<file path="src/rtl/f2i_pkg.sv">
package f2i_pkg;
  typedef enum logic [1:0] {
    FC_ZERO = 2'b00,
    FC_NUM  = 2'b01,
    FC_INF  = 2'b10,
    FC_NAN  = 2'b11
  } fclass_e;
endpackage

</file>
<file path="src/rtl/f2i_align.sv">
// Aligns the mantissa so that its integer part lands in the low INT_W bits,
// and reports whether any fraction bit was lost on the way.
module f2i_align #(
  parameter int INT_W  = 32,
  parameter int MANT_W = 40,
  parameter int EXP_W  = 12
) (
  input  logic signed [EXP_W-1:0]  exp_i,
  input  logic        [MANT_W-1:0] mant_i,
  output logic        [INT_W-1:0]  mag_o,
  output logic                     lost_o,
  output logic                     exp_big_o,
  output logic                     exp_neg_o
);
  localparam int SH_W = $clog2(MANT_W) + 1;

  function automatic logic [INT_W-1:0] int_part(input logic [MANT_W-1:0] m,
                                                input logic [SH_W-1:0]   sh);
    logic [MANT_W-1:0] t;
    t = m >> sh;
    return t[INT_W-1:0];
  endfunction

  function automatic logic frac_nonzero(input logic [MANT_W-1:0] m,
                                        input logic [SH_W-1:0]   sh);
    logic [MANT_W-1:0] keep;
    keep = {MANT_W{1'b1}} << sh;
    return |(m & ~keep);
  endfunction

  logic [SH_W-1:0] shamt;

  always_comb begin
    exp_neg_o = (exp_i < 0);
    exp_big_o = (exp_i >= INT_W);
    shamt     = SH_W'(MANT_W - 1) - SH_W'(exp_i);
    if (exp_neg_o) begin
      mag_o  = '0;
      lost_o = |mant_i;
    end else if (exp_big_o) begin
      mag_o  = '0;
      lost_o = 1'b0;
    end else begin
      mag_o  = int_part(mant_i, shamt);
      lost_o = frac_nonzero(mant_i, shamt);
    end
  end
endmodule

</file>
<file path="src/rtl/f2i_range.sv">
// Range check: the limit is 2^(INT_W-1) plus the sign bit.
module f2i_range #(
  parameter int INT_W = 32
) (
  input  logic             sign_i,
  input  logic [INT_W-1:0] mag_i,
  output logic             ovf_o
);
  function automatic logic too_big(input logic s, input logic [INT_W-1:0] m);
    logic [INT_W:0] lim;
    lim = ({{INT_W{1'b0}}, 1'b1} << (INT_W - 1)) + {{INT_W{1'b0}}, s};
    return {1'b0, m} >= lim;
  endfunction

  assign ovf_o = too_big(sign_i, mag_i);
endmodule

</file>
<file path="src/rtl/f2i_trunc_conv.sv">
module f2i_trunc_conv
  import f2i_pkg::*;
#(
  parameter int INT_W  = 32,
  parameter int MANT_W = 40,
  parameter int EXP_W  = 12
) (
  input  logic                     clk,
  input  logic                     rst_n,
  input  logic                     in_valid,
  input  logic                     in_sign,
  input  logic [1:0]               in_class,
  input  logic signed [EXP_W-1:0]  in_exp,
  input  logic [MANT_W-1:0]        in_mant,
  output logic                     out_valid,
  output logic [INT_W-1:0]         out_int,
  output logic                     out_invalid,
  output logic                     out_inexact
);
  generate
    if (!(INT_W == 32 || INT_W == 64) || MANT_W < INT_W + 2 || (1 << (EXP_W - 1)) <= INT_W) begin : g_bad_cfg
      $error("f2i_trunc_conv: unsupported parameter set");
    end
  endgenerate

  fclass_e          cls;
  logic [INT_W-1:0] mag_w;
  logic             lost_w, exp_big_w, exp_neg_w, ovf_mag_w;
  logic             is_num_w, is_special_w, invalid_w, inexact_w;
  logic [INT_W-1:0] sat_w, result_w;

  assign cls = fclass_e'(in_class);

  f2i_align #(.INT_W(INT_W), .MANT_W(MANT_W), .EXP_W(EXP_W)) u_align (
    .exp_i     (in_exp),
    .mant_i    (in_mant),
    .mag_o     (mag_w),
    .lost_o    (lost_w),
    .exp_big_o (exp_big_w),
    .exp_neg_o (exp_neg_w)
  );

  f2i_range #(.INT_W(INT_W)) u_range (
    .sign_i (in_sign),
    .mag_i  (mag_w),
    .ovf_o  (ovf_mag_w)
  );

  always_comb begin
    is_num_w     = (cls == FC_NUM);
    is_special_w = (cls == FC_INF) || (cls == FC_NAN);
    invalid_w    = is_special_w || (is_num_w && (exp_big_w || ovf_mag_w));
    inexact_w    = is_num_w && !invalid_w && lost_w;
    sat_w        = {in_sign, {(INT_W-1){~in_sign}}};
    if (invalid_w)      result_w = sat_w;
    else if (!is_num_w) result_w = '0;
    else if (in_sign)   result_w = -mag_w;
    else                result_w = mag_w;
  end

  always_ff @(posedge clk or negedge rst_n) begin
    if (!rst_n) begin
      out_valid   <= 1'b0;
      out_int     <= '0;
      out_invalid <= 1'b0;
      out_inexact <= 1'b0;
    end else begin
      out_valid <= in_valid;
      if (in_valid) begin
        out_int     <= result_w;
        out_invalid <= invalid_w;
        out_inexact <= inexact_w;
      end
    end
  end

  a_r2_valid_delay: assert property (@(posedge clk) disable iff (!rst_n)
    out_valid == $past(in_valid) || $past(!rst_n));
  a_r2_hold: assert property (@(posedge clk) disable iff (!rst_n)
    !in_valid |=> $stable(out_int) && $stable(out_invalid) && $stable(out_inexact));
  a_r3_zero_clean: assert property (@(posedge clk) disable iff (!rst_n)
    in_valid && in_class == 2'b00 |=> out_int == '0 && !out_invalid && !out_inexact);
  a_r6_neg_exp_zero: assert property (@(posedge clk) disable iff (!rst_n)
    in_valid && in_class == 2'b01 && exp_neg_w |=> out_int == '0 && !out_invalid);
  a_r9_exp_overflow: assert property (@(posedge clk) disable iff (!rst_n)
    in_valid && in_class == 2'b01 && exp_big_w |=> out_invalid);
  a_r10_special: assert property (@(posedge clk) disable iff (!rst_n)
    in_valid && in_class[1] |=> out_invalid && out_int[INT_W-1] == $past(in_sign));
  a_r4_sign_match: assert property (@(posedge clk) disable iff (!rst_n)
    in_valid && is_num_w && !invalid_w && mag_w != '0 |=> out_int[INT_W-1] == $past(in_sign));
  a_r11_exclusive: assert property (@(posedge clk) disable iff (!rst_n)
    !(out_invalid && out_inexact));
endmodule

</file>
<file path="config.mk">
export PLATFORM = sky130hd
export DESIGN_NAME = f2i_trunc_conv
export DESIGN_NICKNAME = d
export VERILOG_FILES = /design/src/rtl/f2i_pkg.sv /design/src/rtl/f2i_align.sv /design/src/rtl/f2i_range.sv /design/src/rtl/f2i_trunc_conv.sv
export SDC_FILE = /design/constraint.sdc
export NUM_CORES = 1
export LEC_CHECK = 0
export BUFFER_PORTS_ARGS = -buffer_cell sky130_fd_sc_hd__buf_2
export CAP_MARGIN = 20
export CORE_UTILIZATION = 58
export CTS_CLUSTER_DIAMETER = 60
export DETAILED_ROUTE_END_ITERATION = 8
export GPL_TIMING_DRIVEN = 0
export HOLD_SLACK_MARGIN = 0.02
export PLACE_DENSITY_LB_ADDON = 0.1
export SLEW_MARGIN = 20
export SYNTH_ARGS = -nofsm -noshare
export SYNTH_HDL_FRONTEND = slang
export SYNTH_HIERARCHICAL = 1
export SYNTH_SLANG_ARGS = --single-unit
export TNS_END_PERCENT = 5
</file>
<file path="constraint.sdc">
create_clock -name clk -period 1.3 [get_ports clk]
set_clock_uncertainty 0.2 [all_clocks]
set_input_delay 0.13 -clock clk [delete_from_list [all_inputs] [get_ports clk]]
set_output_delay 0.13 -clock clk [all_outputs]
set_load 0.02 [all_outputs]
</file>
==> flow_summary.yaml <==
outcome:
  outcome: "complete, but fails checks"
  violations: "setup timing"
placed_design:
  gp_congestion: 1.10
  hpwl_um: 15200
  dp.cells: 848
  port_buffers: 88
timing:
  rsz0062_at_grt: "true"
  slew_headroom: 0.557
  maxSlewViolCount: 0
  hold_violations: 0
  worst_pin_slew_ns: 0.664
  setup_tns_ns: -80.94
  setup_slack_ns: -2.45
  period_share: 2.88
  setup_viol: 34
  fmaxAchievable_mhz: 267
  timing.hold.ws_ns: 0.167
  post-route-min-period_ns: 3.75
layout:
  fin_nets: 843
  multi_input_area_mm2: 0.00462
  final_common_cell: "buf_2"
  final_cells: 888
  final_cell_mix: "buf_2, nand2_1, nor2_1"
  syn_to_final_growth_pct: 34.6
  diodes: 0
  seqCellArea_um2: 876
  drive_gt1_frac: 0.403
  n_fill_cell: 583
min_path:
  hold_path.class: "in -> async"
flow_run:
  maxCapViolations: 0
critical_path:
  critPathRequiredTime_ns: 1.31
  crit_fanout: 8
  crit_path_start_kind: "input port"
  crit_type: "in -> reg"
  crit_path_end_kind: "flip-flop"
  cp_data_arrival_time_ns: 3.76
  ff2ff_path_depth: 2
clock_network:
  htree_num_levels: 2
  cts-root-buf: "clkbuf_8"
  clock_sinks: 35
  clkLatencyLatePin_ns: 0.30
  clk_pin_slew_worst_paths_ns: 0.07
  cts_buffers: 5
  cts_tree: "done"
  clock_path_buffers: 2
drt:
  drt_first_iter_violations: 683
  wirelength_um: 21600
  routedWlPerCell_um: 24.4
  ant_nets: 0
  post-route-drc-count: 0
  post_drt_via_cell_ratio: 7.43
  firstDrtPassIters: 6
  vias: 6596
floorplanning:
  fp.dieArea_mm2: 0.00936
  initial_core_util: 0.597
  io-pin-count: 93
  fp.dieH_um: 96.7
  die_w_um: 96.7
  placeableCoreArea_mm2: 0.00872
  rows: 34
pwr:
  p_leak_uw: 0.00283
  switching_share: 0.420
  sequentialPowerShare: 0.281
  p_switching_uw: 1880
  vdd_drop_max_uv: 356
  pwr-share-comb: 0.535
  p_int_uw: 2590
  powerDensity_mw_per_mm2: 639
  p_clk_frac: 0.184
global_route:
  grt_pass1_vias: 6342
  grt_pass1_wl_um: 33000
  grt_start_max_net_pins: 36
  grt_overflow: 0
  antenna_found_initial: 0
  grtUsageTotal: 0.441
yosys:
  netlist_area_mm2: 0.00520
  syn_inst: 652
  synth_area_per_cell_um2: 7.98
  yosysWarnings: 6
  synth_fp_nets: 715
==> repair_timing <==
item	4_1_cts	5_1_grt
setup endpoints to repair	34	69
pin swaps	30	15
gates resized for setup	98	62
hold endpoints to repair	36	0
hold buffers	2	0
cloned	1	0
setup buffers	25	7
==> stage by stage <==
step	power [uW]	utilization	worst slack, ns	instance area, um^2
after floorplan	2550	-	-2.50	5410
after global placement	3170	0.687	-3.49	5990
after detailed placement	3200	0.687	-3.49	5990
after CTS	4230	0.774	-2.43	6750
after global routing	4630	0.803	-2.56	7000
final	4480	0.803	-2.45	7000
==> path summary, 6_finish.rpt <==
check	start	end	slack (ns)
max	in_exp[3]	out_int[23]	-2.45
max in group asynchronous	rst_n	out_int[22]	0.39
max reg2reg	out_int[26]	out_int[26]	0.25
min	rst_n	out_int[2]	0.17
min reg2reg	out_int[8]	out_int[8]	0.28
min in group clk	in_class[1]	out_int[31]	0.17
==> routing by layer <==
metal / wire length, um / share of wire / track usage / vias up
li1: - / - / - / 2746
met1: 7110 / 0.33 / 0.504 / 3030
met2: 10200 / 0.47 / 0.742 / 618
met3: 2340 / 0.11 / 0.0708 / 202
met4: 2010 / 0.093 / 0.326 / 0
met5: 0 / 0 / 0 / -
==> layout make-up <==
class	instances	area share
Clock buffer	6	0.0118
Tap cell	108	0.0193
Timing Repair Buffer	123	0.110
Clock inverter	1	0.000715
Sequential cell	35	0.125
Multi-Input combinational cell	554	0.660
Inverter	11	0.00768
Buffer	50	0.0657
==> power groups by stage <==
stage / Clock [uW] / Sequential, uW / Combinational, uW
finish: 822 / 1260 / 2400
global route: 854 / 1270 / 2510
detailed placement: 0 / 1270 / 1930
CTS: 800 / 1250 / 2180
floorplan: 0 / 1400 / 1140
global placement: 0 / 1260 / 1910
==> worst max-delay path, cell delays in order <==
cell	delay [ns]
buf_12	0.07
clkbuf_16	0.14
clkinv_8	0.05
clkbuf_16	0.13
clkbuf_16	0.15
ha_4	0.22
clkbuf_16	0.15
buf_4	0.14
or3_1	0.37
clkbuf_4	0.19
o32ai_2	0.63
nor4_2	0.11
nand4_1	0.12
o21a_1	0.15
or2_4	0.17
a21oi_4	0.09
o21ai_4	0.32
nor2_4	0.07
buf_12	0.15
a211oi_1	0.18
==> state kept, by name, indices dropped and copies added, names as in the netlist <==
signal / cells
out_valid: 1
out_int: 32
out_invalid: 1
out_inexact: 1
No activity file was read; power rests on OpenSTA's default activity.
